**src/rtl/xpoint_pkg.sv**
```systemverilog
// Package: shared constants for the crosspoint core.
// Assumes: port count is a power of two so the select width covers it exactly.
package xpoint_pkg;
    localparam int unsigned XP_PORTS_DEFAULT = 16;
    // Idle level of each strobe, used to seed its edge detector.
    localparam logic XP_LOAD_IDLE = 1'b0;
    localparam logic XP_CFG_IDLE  = 1'b1;
endpackage

```
**src/rtl/xpoint_fall_det.sv**
```systemverilog
// Module: falling-edge finder for a sampled strobe.
// Assumes: strobe is already synchronous to clk; idle level given by parameter.
module xpoint_fall_det #(
    parameter logic IDLE = 1'b0
) (
    input  logic clk,
    input  logic por_n,
    input  logic strobe,
    output logic fall
);
    logic prev_q;

    // Remember last sampled level; return to idle on power-on reset.
    always_ff @(posedge clk) begin
        if (!por_n) prev_q <= IDLE;
        else        prev_q <= strobe;
    end

    // High for the one cycle where strobe is first seen low after high.
    assign fall = prev_q & ~strobe;
endmodule

```
**src/rtl/xpoint_regbank.sv**
```systemverilog
// Module: staging and active selection registers, one pair per output.
// Assumes: wr_en and apply are single-cycle pulses; override has priority over apply.
module xpoint_regbank #(
    parameter int unsigned N_PORTS = 16,
    parameter int unsigned SEL_W   = 4,
    localparam int unsigned FLAT_W = N_PORTS * SEL_W
) (
    input  logic              clk,
    input  logic              por_n,
    input  logic              rst_n,
    input  logic              wr_en,
    input  logic [SEL_W-1:0]  wr_idx,
    input  logic [SEL_W-1:0]  wr_sel,
    input  logic              apply,
    output logic [FLAT_W-1:0] stage_flat,
    output logic [FLAT_W-1:0] active_flat
);
    for (genvar p = 0; p < N_PORTS; p++) begin : g_port
        logic [SEL_W-1:0] stage_q;
        logic [SEL_W-1:0] active_q;

        // Staging entry: written by an addressed load, cleared only at power-on.
        always_ff @(posedge clk) begin
            if (!por_n)                                stage_q <= '0;
            else if (wr_en && (wr_idx == SEL_W'(p)))   stage_q <= wr_sel;
        end

        // Active entry: forced to input 0 by either reset, else copied on apply.
        always_ff @(posedge clk) begin
            if (!por_n || !rst_n) active_q <= '0;
            else if (apply)       active_q <= stage_q;
        end

        assign stage_flat[p*SEL_W +: SEL_W]  = stage_q;
        assign active_flat[p*SEL_W +: SEL_W] = active_q;
    end
endmodule

```
**src/rtl/xpoint_selector.sv**
```systemverilog
// Module: bank of independent N:1 selectors, one per output.
// Assumes: every select code is below N_PORTS.
module xpoint_selector #(
    parameter int unsigned N_PORTS = 16,
    parameter int unsigned SEL_W   = 4,
    localparam int unsigned FLAT_W = N_PORTS * SEL_W
) (
    input  logic [N_PORTS-1:0] din,
    input  logic [FLAT_W-1:0]  sel_flat,
    output logic [N_PORTS-1:0] dout
);
    for (genvar o = 0; o < N_PORTS; o++) begin : g_out
        // Route the selected input bit to this output.
        assign dout[o] = din[sel_flat[o*SEL_W +: SEL_W]];
    end
endmodule

```
**src/rtl/xpoint_core.sv**
```systemverilog
// Module: double-buffered non-blocking crosspoint (top).
// Assumes: all inputs synchronous to clk; data path is combinational from the active bank.
module xpoint_core
    import xpoint_pkg::*;
#(
    parameter int unsigned N_PORTS = XP_PORTS_DEFAULT,
    localparam int unsigned SEL_W  = $clog2(N_PORTS),
    localparam int unsigned FLAT_W = N_PORTS * SEL_W
) (
    input  logic               clk,
    input  logic               por_n,
    input  logic               rst_n,
    input  logic               ld_mode,
    input  logic               load,
    input  logic [SEL_W-1:0]   src_addr,
    input  logic [SEL_W-1:0]   dst_addr,
    input  logic               cfg_n,
    input  logic [N_PORTS-1:0] din,
    output logic [N_PORTS-1:0] dout
);
    logic              load_fall;
    logic              cfg_fall;
    logic              stage_wr;
    logic [FLAT_W-1:0] stage_flat;
    logic [FLAT_W-1:0] active_flat;

    xpoint_fall_det #(.IDLE(XP_LOAD_IDLE)) u_load_edge (
        .clk(clk), .por_n(por_n), .strobe(load), .fall(load_fall)
    );

    xpoint_fall_det #(.IDLE(XP_CFG_IDLE)) u_cfg_edge (
        .clk(clk), .por_n(por_n), .strobe(cfg_n), .fall(cfg_fall)
    );

    // Port-by-port writes are accepted only with the mode select low.
    assign stage_wr = load_fall & ~ld_mode;

    xpoint_regbank #(.N_PORTS(N_PORTS), .SEL_W(SEL_W)) u_bank (
        .clk(clk), .por_n(por_n), .rst_n(rst_n),
        .wr_en(stage_wr), .wr_idx(dst_addr), .wr_sel(src_addr),
        .apply(cfg_fall),
        .stage_flat(stage_flat), .active_flat(active_flat)
    );

    xpoint_selector #(.N_PORTS(N_PORTS), .SEL_W(SEL_W)) u_sel (
        .din(din), .sel_flat(active_flat), .dout(dout)
    );
endmodule

```
**config.mk**
```make
export PLATFORM = sky130hd
export DESIGN_NAME = xpoint_core
export DESIGN_NICKNAME = d
export VERILOG_FILES = /design/src/rtl/xpoint_pkg.sv /design/src/rtl/xpoint_fall_det.sv /design/src/rtl/xpoint_regbank.sv /design/src/rtl/xpoint_selector.sv /design/src/rtl/xpoint_core.sv
export SDC_FILE = /design/constraint.sdc
export NUM_CORES = 1
export LEC_CHECK = 0
export BUFFER_PORTS_ARGS = -buffer_cell sky130_fd_sc_hd__buf_2
export CORE_MARGIN = 1
export CORE_UTILIZATION = 65
export DETAILED_ROUTE_END_ITERATION = 6
export GPL_ROUTABILITY_DRIVEN = 0
export PLACE_DENSITY = 0.87
export SYNTH_ARGS = -nofsm -noshare
export SYNTH_HDL_FRONTEND = slang
export SYNTH_SLANG_ARGS = --single-unit
```
**constraint.sdc**
```tcl
create_clock -name clk -period 4.49 [get_ports clk]
set_input_delay 0.2245 -clock clk [delete_from_list [all_inputs] [get_ports clk]]
set_output_delay 0.2245 -clock clk [all_outputs]
set_load 0.02 [all_outputs]
```
======== After elaboration in Yosys (flattened, before gate mapping) ========
Cells that the tools add are included.
storage, ports and cells
  bits in registers ....................... 130
  output and inout port bits .............. 16
  logic and storage cells ................. 123
cells by class
  magnitude comparators ................... 16
  eq/ne operators ......................... 15
  multiplexer cells ....................... 32
  bitwise operators ....................... 6
  reduce and logical (&&, ||, !) cells .... 20
operators with widths
  operator                                                                      count
  4-bit by 5-bit less-than comparator with 1-bit output, second input constant  16
  1-bit binary-select mux with 4-bit select                                     16
  4-bit equality test, second input constant                                    8
  4-bit by 3-bit equality test with 1-bit output, second input constant         4
  1-bit logical AND                                                             16
  1-bit two-way mux                                                             16
  4-bit by 2-bit equality test with 1-bit output, second input constant         2
  4-bit by 1-bit equality test with 1-bit output, second input constant         1
  4-bit logical NOT                                                             1
  1-bit bitwise AND                                                             3
  1-bit NOT                                                                     3
  1-bit logical NOT                                                             2
  1-bit logical OR                                                              1

======== Logic depth before layout (Yosys ltp) ========
Gate-level depths: netlist of the first run.
  depth after elaboration ................. 4
  gate-level depth with buffers ........... 5
  mapped depth without buffers ............ 3

======== Modules after synthesis ========
A second synthesis of the first run with hierarchy kept.
second synthesis, totals
  cell total of the unflattened synthesis .. 578
  area, all modules ....................... 6944.2 µm²
by module, submodules not included
  module                          instances  cells each  area an instance (µm²)
  xpoint_regbank                  1          443         4606.9
  xpoint_selector                 1          128         2254.7
  xpoint_fall_det at u_load_edge  1          3           36.3
  xpoint_fall_det at u_cfg_edge   1          3           32.5
  xpoint_core                     1          1           13.8

======== Worst setup path before layout of the first run ========
Ideal clock, no wire load.
  path type ............................... flip-flop to output port
  start ................................... register u_bank.g_port[12].active_q[0]
  end ..................................... output dout[12]
  arrival time ............................ 1.382 ns
  data required time ...................... 4.266 ns
  path slack .............................. 2.883 ns
  stages on the path, launching flop included .. 5
  cells stage by stage .................... dfxtp_1 -> clkbuf_1 -> mux4_2 -> mux2i_1 -> mux2i_1
on the way
  longest elaborated chain between the ends .. 2
ends and longest elaborated chain
  what                                       RTL line               source
  start, declared                            xpoint_regbank.sv:20   logic [SEL_W-1:0] active_q;
  start signal, assigned                     xpoint_regbank.sv:31   else if (apply) active_q <= stage_q;
  1-bit binary-select mux with 4-bit select  xpoint_selector.sv:14  assign dout[o] = din[sel_flat[o*SEL_W +: SEL_W]];
  1-bit two-way mux (not written as such)    xpoint_selector.sv:14
  end, declared                              xpoint_core.sv:19      output logic [N_PORTS-1:0] dout
No other way between the ends. The select of a mux whose other input is x is not followed.

======== Worst setup path in the final report of the first run ========
  start ................................... register u_bank.g_port[0].active_q[0]
  end ..................................... output dout[0]
on the way
  longest elaborated chain between the ends .. 2
ends and longest elaborated chain
  what                                       RTL line
  start, declared                            xpoint_regbank.sv:20
  start signal, assigned                     xpoint_regbank.sv:31
  1-bit binary-select mux with 4-bit select  xpoint_selector.sv:14
  1-bit two-way mux (not written as such)    xpoint_selector.sv:14
No other way between the ends. The select of a mux whose other input is x is not followed.

==> results by group, run 1 <==
Detailed routing
  • Wire length per cell: 23.56 um
  • # DRC: 14
  • Initial DRC Count: 628
  • DRT antenna net count: 0
  • Via count: 5648
  • Via/cell ratio: 6.956
  • WL final: 19130 um
  • DR pass1 iterations: 7

Hold path
  • Worst hold path startpoint: dst_addr[3]
  • WHS Path Cells: 3
  • Hold Path Class: in2reg
  • End point of the worst hold path: u_bank.g_port[0].stage_q[3]$_SDFFE_PN0P_

GRT
  • First-pass GRT wire length: 29230 um
  • Initial antenna violation count: 0
  • Grt ovf: 0
  • Grt met3 use: 11.22%
  • GR Util met2: 57.97%
  • M1 GR Usage: 48.87%
  • Vias in the first global route: 5432
  • GRT Total Usage: 37.65%
  • Largest net degree at the start of global routing: 65
  • GRT busiest layer: met2

Worst setup path
  • Worst r2r src: u_cfg_edge.prev_q$_SDFF_PN1_
  • Critical Path AT: 2110 ps
  • FF-to-FF End: u_bank.g_port[10].active_q[0]$_SDFFE_PP0P_
  • CP Buf/Inv Count: 1
  • CP Cell Sequence: mux4_2 -> mux2i_1 -> mux2i_1 -> buf_2
  • CP most frequent cell: mux2i_1
  • Required time worst endpoint: 4270 ps
  • CP startpoint kind: flop
  • Largest stage delay on the critical path: 580 ps
  • Largest fanout on the critical path: 5
  • R2r setup slk: 2710 ps
  • Reg2reg path depth: 3
  • WP depth: 4
  • Endpoint class of the critical path: output port
  • Crit-path leading delay family: multiplexers
  • Worst path slowest cell: mux4_2
  • Crit path kind: reg2out

Layout
  • Layout area overhead: 11.93%
  • Final core occ: 75.94%
  • Layout Nets: 696
  • Share of cells above drive strength 1: 21.80%
  • # diodes: 0

Timing
  • Hold Vio Cnt, Final: 0
  • Tcrit/Tclk final: 51.92%
  • Max Clock Freq: 0.4289 GHz
  • Worst Skew: 7.628 ps
  • Setup violations, final: 0
  • RSZ-0062 raised after global routing: false
  • Setup_tns: 0 ps
  • Final min period: 2331 ps
  • Relative max-transition margin: 15.49%
  • Final Max Tran Viols: 0
  • Worst-Margin Slew: 1268 ps

Die
  • Core box area: 0.009864 sq mm
  • Initial Util: 67.85%
  • Die W: 103.5 um
  • I/O Pins: 46
  • Height of the die: 103.5 um
  • Die ar.: 0.01071 sq mm
  • Std-Cell Rows: 36

Yosys
  • Synthesized net count: 696
  • Post-Syn Area: 0.006693 sq mm
  • Post-Synthesis Cells: 666
  • Synth Area per Inst: 10.05 sq um
  • Top-area cell type share of the netlist area: 38.89%
  • Yosys cell types: 24
  • Synth area leader: dfxtp_1
  • Register area share after synthesis: 38.89%
  • Synth top area cells: dfxtp_1, mux4_2, mux2i_1
  • Synthesized flop and latch total: 130
  • Ys Warns: 0

Status
  • Status: finished with violations
  • Failing checks: DRC

CTS
  • CTS Root Cell: clkbuf_8
  • CTS clk-pin slew, worst paths: 60 ps
  • CTS tree: done
  • TritonCTS buffer count: 17
  • Clock sinks: 130
  • Worst-skew pair later-pin latency: 540 ps
  • CTS hold repair buffers: 2
  • Max Root-Sink Buffers: 2
  • Setup Buffers After CTS: 0
  • H-tree lvl count: 4
  • Post_cts resized: 0

Job
  • Max Cap Viol: 0

Power
  • Static Leak: 2.473 nW
  • Power per cell area: 375.8 mW/mm^2
  • Worst vdd ir: 0.2342 mV

Placed design
  • # port buffers: 45
  • DP Wirelength: 10960 um
worst min-delay path, delay by kind of cell:
kind | cells | cell delay [ps]
AND/OR/NAND/NOR | 1 | 100
buffers and inverters | 1 | 180
multiplexers | 1 | 110
sequential cells by signal, summed over array words and instances (netlist names):
signal                  count
u_load_edge.prev_q          1
u_bank.g_port.stage_q      64
u_bank.g_port.active_q     64
u_cfg_edge.prev_q           1
cell type report:
class / instances / area, sq um
clock buffers: 20 / 435.4
clock inverters: 12 / 181.4
fillers: 571 / 2374
multi-input cells: 468 / 3845
flip-flops and latches: 130 / 2603
well taps: 133 / 166.4
repair buffers: 49 / 260.3
synthesized netlist by cell type, drive strengths merged:
cell type / count
or4b: 1
nand2b: 3
dfxtp: 130
and3: 1
nand3b: 2
buf: 10
and4bb: 1
clkbuf: 58
or3: 1
nand4bb: 1
nand3: 4
nor4b: 1
mux2i: 112
and2: 1
nor3: 3
nor3b: 1
nor2b: 2
nand2: 200
a21oi: 64
nor2: 5
nor4: 1
mux4: 64
power breakdown:
group	internal, mW	switching (mW)
logic	0.0697	0.138
clock network	0.920	0.530
registers	1.16	0.00202
total	2.15	0.670
routing by layer:
metal	part of all wire [%]	up-vias
met1	36	2671
met4	4.3	0
li1	-	2371
met5	0	-
met2	46	483
met3	13	123
stage by stage:
stage	hold WS, ps	power (mW)	instance area [sq um]	instances	setup slack, ps
after global routing	137.3	2.876	7491	812	2118
final	126.3	2.815	7491	812	2159
after floorplan	326.0	1.315	6693	666	2883
after CTS	108.6	2.804	7491	812	2154
after detailed placement	446.4	1.380	6854	778	2498
after global placement	440.9	1.372	6854	778	2583
worst max-delay path by stage:
stage / startpoint / to / slack (ps)
detailed placement: por_n / u_bank.g_port[12].stage_q[0]$_SDFFE_PN0P_ / 2500
global route: u_bank.g_port[0].active_q[0]$_SDFFE_PP0P_ / dout[0] / 2120
global placement: por_n / u_bank.g_port[7].active_q[1]$_SDFFE_PP0P_ / 2580
finish: u_bank.g_port[0].active_q[0]$_SDFFE_PP0P_ / dout[0] / 2160
CTS: u_bank.g_port[0].active_q[0]$_SDFFE_PP0P_ / dout[0] / 2150
floorplan: u_bank.g_port[12].active_q[0]$_SDFFE_PP0P_ / dout[12] / 2880
logic make-up (layout without fill, tap and decap cells):
group	Yosys count	in the layout	synth area share [%]
buffers and inverters	68	81	3.851
DFF	130	130	38.89
and+or+nand+nor	228	228	14.19
muxes	176	176	38.29
AOI/OAI and AO/OA	64	64	4.786
cells in the final DEF, fill, tap and decap left out, types with 2 or more instances in the layout:
cell / n
nand2_1: 199
dlygate4sd3_1: 2
clkinv_2: 2
nand2b_1: 2
nand3_1: 4
bufinv_16: 4
buf_2: 45
buf_4: 2
clkinv_4: 4
nor2_1: 5
a21oi_1: 64
mux2i_1: 112
nand3b_1: 2
clkbuf_1: 2
clkbuf_8: 2
dfxtp_1: 130
nor3_1: 2
mux4_2: 64
clkbuf_16: 16
Note: power is estimated with default switching activity, not from simulation.
==> run 2, diff against run 1 <==
Settings changed: CORE_UTILIZATION 65 to 61, PLACE_DENSITY 0.87 to 0.82.
Clock period 4.49 ns to 2.36 ns, I/O delays scaled along.
==> run 2 against run 1 <==
Net effect: the run now ends clean; clock power up 67%; clock-buffer cell count up 1; via count down 6.9%; non-clock buffer count up 4; sequential power up 90%; critical path type unchanged; critical endpoint is now dout[1]; largest cell class unchanged; highest routed layer unchanged.
==> results by group, run 2 (same netlist as run 1, synthesis figures left out) <==
Detailed routing
  • WL final: 16860 um
  • # DRC: 0
  • Met1 wire length: 6437 um
  • WL met2: 8267 um
  • DRT antenna net count: 0
  • Max Used Layer: met4
  • Initial DRC Count: 454
  • Wire length per cell: 20.58 um
  • Routed wl met3: 1563 um
  • Via/cell ratio: 6.419
  • Via count: 5257
  • DR pass1 iterations: 5

Timing
  • Setup violations, final: 0
  • Crit path setup slack, layout: 176.8 ps
  • Final Max Tran Viols: 0
  • Hold Vio Cnt, Final: 0
  • Setup_tns: 0 ps
  • Max Clock Freq: 0.4580 GHz
  • Worst Skew: 10.54 ps
  • Final min period: 2183 ps
  • Relative max-transition margin: 44.34%
  • RSZ-0062 raised after global routing: false
  • Worst hold slack: 23.63 ps
  • Tcrit/Tclk final: 92.51%
  • Worst-Margin Slew: 832.8 ps

GRT
  • Initial antenna violation count: 0
  • Largest net degree at the start of global routing: 65
  • Vias in the first global route: 5336
  • Grt ovf: 0
  • GRT Total Usage: 31.43%
  • First-pass GRT wire length: 26830 um

Die
  • Height of the die: 106.7 um
  • Die ar.: 0.01139 sq mm
  • Std-Cell Rows: 37
  • I/O Pins: 46
  • Die W: 106.7 um
  • Core box area: 0.01046 sq mm
  • Initial Util: 63.97%

Worst setup path
  • Worst r2r src: u_load_edge.prev_q$_SDFF_PN0_
  • FF-to-FF End: u_bank.g_port[13].stage_q[0]$_SDFFE_PN0P_
  • Crit path kind: reg2out
  • R2r setup slk: 650 ps
  • Critical Path AT: 2070 ps
  • Reg2reg path depth: 3
  • Endpoint class of the critical path: output port
  • Required time worst endpoint: 2240 ps
  • Largest fanout on the critical path: 5
  • CP startpoint kind: flop

Layout
  • Fill count: 723
  • # diodes: 0
  • Share of cells above drive strength 1: 22.55%
  • Post-route cell area: 0.007487 sq mm
  • Most frequent cells in the layout: nand2_1, dfxtp_1, mux2i_1
  • Layout Nets: 700
  • Non-Filler Instances: 819
  • Final core occ: 71.56%
  • Regs by FF count: u_bank.g_port.active_q (64), u_bank.g_port.stage_q (64)
  • Layout area overhead: 11.87%
  • Most common cell after layout, fill and taps aside: nand2_1

Power
  • Fraction of power spent switching nets: 23.81%
  • Sw power: 1.197 mW
  • Total power: 5.028 mW
  • Power per cell area: 671.5 mW/mm^2
  • Reg power frac: 43.8%
  • Static Leak: 2.484 nW
  • Worst vdd ir: 0.3452 mV
  • Internal: 3.831 mW
  • Clock network power share: 48.1%
  • Gate power share: 8.1%

Hold path
  • WHS Path Cells: 2
  • Worst hold path startpoint: por_n
  • Hold Path Class: in2reg
  • End point of the worst hold path: u_cfg_edge.prev_q$_SDFF_PN1_

CTS
  • Worst-skew pair later-pin latency: 530 ps
  • Max Root-Sink Buffers: 2
  • CTS tree: done
  • TritonCTS buffer count: 17
  • Clock sinks: 130
  • CTS Root Cell: clkbuf_8
  • CTS clk-pin slew, worst paths: 60 ps
  • Post_cts resized: 0
  • H-tree lvl count: 4

Status
  • Status: complete, no violations

Job
  • Max Cap Viol: 0

Placed design
  • DP Wirelength: 10270 um
  • Cell Area, Placed: 0.006913 sq mm
  • Pre-CTS setup slack: 701.3 ps
  • Dpl cells: 785
  • # port buffers: 45
==> run 2: worst max-delay path, stage by stage, from the launching register on <==
cell and delay, ps:
dfxtp_1 470, mux4_2 550, mux2i_1 190, mux2i_1 150
buf_2 190
==> run 2: worst max-delay path by stage <==
stage | from | to
finish | u_bank.g_port[1].active_q[0]$_SDFFE_PP0P_ | dout[1]
global route | u_bank.g_port[1].active_q[0]$_SDFFE_PP0P_ | dout[1]
CTS | u_bank.g_port[1].active_q[0]$_SDFFE_PP0P_ | dout[1]
detailed placement | u_load_edge.prev_q$_SDFF_PN0_ | u_bank.g_port[1].stage_q[0]$_SDFFE_PN0P_
global placement | u_load_edge.prev_q$_SDFF_PN0_ | u_bank.g_port[1].stage_q[2]$_SDFFE_PN0P_
floorplan | u_load_edge.prev_q$_SDFF_PN0_ | u_bank.g_port[1].stage_q[0]$_SDFFE_PN0P_
==> run 2: layout make-up <==
| type | instances | area, sq um | area share, % |
|---|---|---|---|
| flip-flops and latches | 130 | 2603 | 34.76 |
| well taps | 136 | 170.2 | 2.273 |
| repair buffers | 53 | 315.3 | 4.211 |
| clock buffers | 21 | 469.2 | 6.267 |
| clock inverters | 11 | 85.08 | 1.136 |
| multi-input cells | 468 | 3845 | 51.35 |
==> run 2: what timing repair did <==
item,in CTS,in global routing
hold buffers,2,0
buffers inserted,0,0
endpoints found under the hold margin,2,0
==> run 2: per-layer routing <==
layer	vias up	global-route usage [%]
li1	2363	-
met5	-	0
met2	322	52.21
met3	72	6.930
met1	2500	38.04
met4	0	17.22
==> run 2: power by group through the flow <==
stage,sequential (mW),clock (mW),combinational (mW)
3_5_place_dp,2.25,0,0.390
6_report,2.20,2.42,0.408
5_1_grt,2.20,2.54,0.425
3_3_place_gp,2.25,0,0.382
4_1_cts,2.20,2.43,0.396
2_1_floorplan,2.25,0,0.252
==> run 3, diff against run 2 <==
Settings changed: SYNTH_HIERARCHICAL set to 1.
==> run 3 against run 2 <==
Net effect: die area grew 3.7%; utilization decreased by 0.93 points; routed wire length increased by 4.2%; cell count shrank 7.9%; largest power group unchanged; highest routed layer unchanged.
==> results by group, run 3 <==
CTS
  • CTS clk-pin slew, worst paths: 60 ps
  • CTS Root Cell: clkbuf_16
  • CTS tree: done
  • Worst-skew pair later-pin latency: 420 ps
  • H-tree lvl count: 4
  • TritonCTS buffer count: 17
  • Clock sinks: 130
  • Post_cts resized: 0
  • CTS hold repair buffers: 2
  • Max Root-Sink Buffers: 2
  • Setup Buffers After CTS: 0

Layout
  • Non-Filler Instances: 754
  • Layout area overhead: 11.71%
  • Most common cell after layout, fill and taps aside: mux2i_1
  • # diodes: 0
  • Layout Nets: 631
  • Share of cells above drive strength 1: 14.98%
  • Post-route cell area: 0.007757 sq mm
  • Regs by FF count: u_bank/g_port.active_q (64), u_bank/g_port.stage_q (64)
  • Most frequent cells in the layout: mux2i_1, dfxtp_1, nor2_1

Power
  • Reg power frac: 41.2%
  • Clock network power share: 50.8%
  • Static Leak: 2.873 nW
  • Internal: 4.099 mW
  • Worst vdd ir: 0.4893 mV
  • Fraction of power spent switching nets: 23.32%
  • Sw power: 1.247 mW
  • Gate power share: 8.0%
  • Power per cell area: 689.1 mW/mm^2

Yosys
  • Post-Syn Area: 0.006944 sq mm
  • Most used DFF post-synth: dfxtp_1
  • Synth area leader: dfxtp_1
  • Top-area cell type share of the netlist area: 37.48%
  • Most frequent cell after synthesis: mux2i_1
  • Synthesized net count: 608
  • Register area share after synthesis: 37.48%
  • Yosys cell types: 20
  • Post-Synthesis Cells: 578
  • Synthesized flop and latch total: 130
  • EDFF count, synth: 0
  • Synth async-reset ratio: 0%
  • Ys Warns: 6
  • Synth top area cells: dfxtp_1, mux2i_1, mux4_1
  • Most frequent cells after synthesis: mux2i_1, dfxtp_1, nor2_1
  • Synth Area per Inst: 12.01 sq um

Timing
  • Tcrit/Tclk final: 88.90%
  • Worst-Margin Slew: 917.6 ps
  • Setup violations, final: 0
  • Final min period: 2098 ps
  • Final Max Tran Viols: 0
  • Relative max-transition margin: 38.68%
  • Max Clock Freq: 0.4766 GHz
  • RSZ-0062 raised after global routing: false
  • Worst Skew: 7.892 ps
  • Hold Vio Cnt, Final: 0
  • Setup_tns: 0 ps

Worst setup path
  • Largest fanout on the critical path: 5
  • Critical Path AT: 1980 ps
  • Largest stage delay on the critical path: 620 ps
  • Worst r2r src: u_load_edge/prev_q$_SDFF_PN0_
  • Worst path slowest cell: mux4_1
  • Reg2reg path depth: 5
  • Endpoint class of the critical path: output port
  • R2r setup slk: 460 ps
  • CP Cell Sequence: mux4_1 -> mux2i_1 -> mux2i_1 -> buf_2
  • CP startpoint kind: flop
  • Crit path kind: reg2out
  • CP Launch Point: u_bank/g_port[4].active_q[0]$_SDFFE_PP0P_
  • FF-to-FF End: u_bank/g_port[3].stage_q[1]$_SDFFE_PN0P_
  • CP most frequent cell: mux2i_1
  • Required time worst endpoint: 2240 ps

Placed design
  • DP Wirelength: 9891 um
  • Cell Area, Placed: 0.007131 sq mm
  • # port buffers: 45
  • Dpl cells: 720

Job
  • Max Cap Viol: 0

Hold path
  • Hold Path Class: in2reg
  • End point of the worst hold path: u_cfg_edge/prev_q$_SDFF_PN1_
  • WHS Path Cells: 2
  • Worst hold path startpoint: por_n

Detailed routing
  • WL final: 17560 um
  • Initial DRC Count: 363
  • # DRC: 0
  • DRT antenna net count: 0
  • DR pass1 iterations: 5
  • Via count: 4958
  • Wire length per cell: 23.29 um
  • Via/cell ratio: 6.576

Die
  • Std-Cell Rows: 38
  • I/O Pins: 46
  • Core box area: 0.01098 sq mm
  • Initial Util: 63.23%
  • Height of the die: 108.7 um
  • Die ar.: 0.01181 sq mm
  • Die W: 108.7 um

Status
  • Status: complete, no violations

GRT
  • First-pass GRT wire length: 27120 um
  • Vias in the first global route: 5132
  • Initial antenna violation count: 0
  • Largest net degree at the start of global routing: 65
  • GRT Total Usage: 31.79%
  • Grt ovf: 0
==> run 3: cell count changes after synthesis, moves of 44 or more <==
cell      change
a21oi_1      -64
clkbuf_1     -44
mux2i_1      +64
mux4_1       +54
mux4_2       -54
nand2_1     -129
nor2_1       +69
==> run 3: cells by family after synthesis <==
logic type / share of synthesized area [%]
multiplexers: 49.05
AND/OR/NAND/NOR: 9.568
flip-flops: 37.48
buffers and inverters: 3.910
==> run 3: per-layer routing <==
metal,vias to the layer above,wire (um),track usage [%]
li1,2192,-,-
met1,2420,6939,38.21
met2,296,8503,52.62
met3,50,1644,7.950
met4,0,471,16.99
met5,-,0,0
==> run 3: power by group through the flow <==
stage               Sequential [mW]  Clock (mW)  Combinational [mW]
CTS                            2.20        2.73               0.417
detailed placement             2.25           0               0.412
floorplan                      2.25           0               0.273
global route                   2.20        2.81               0.441
finish                         2.20        2.71               0.429
global placement               2.25           0               0.403
==> run 3: worst max-delay path by stage <==
stage	cells after the start	slack (ps)	end
after floorplan	3	950	dout[7]
after global placement	5	630	u_bank/g_port[3].stage_q[2]$_SDFFE_PN0P_
after detailed placement	6	540	u_bank/g_port[3].stage_q[1]$_SDFFE_PN0P_
after CTS	4	270	dout[4]
after global routing	4	180	dout[4]
final	4	260	dout[4]
==> run 3: layout make-up <==
cell class | instances | area (sq um)
sequential | 130 | 2603
multi-input combinational | 402 | 4080
tap | 140 | 175.2
timing repair buffer | 50 | 292.8
clock inverter | 9 | 128.9
fill | 748 | 3226
clock buffer | 23 | 478.0
==> run 3: worst max-delay path, delay by kind of cell (launching register included) <==
| kind | cells | cell delay, ps |
|---|---|---|
| buffers and inverters | 1 | 170 |
| flip-flops | 1 | 460 |
| multiplexers | 3 | 930 |
==> run 3: per-stage QoR <==
step | hold WS, ps | setup slack, ps | power (mW) | utilization, %
4_1_cts | 44.38 | 268.6 | 5.350 | 70.63
3_3_place_gp | 351.2 | 625.9 | 2.652 | 64.92
2_1_floorplan | 191.0 | 953.0 | 2.522 | -
6_report | 49.29 | 262.0 | 5.346 | 70.63
3_5_place_dp | 352.6 | 543.5 | 2.662 | 64.92
5_1_grt | 85.67 | 177.3 | 5.456 | 70.63
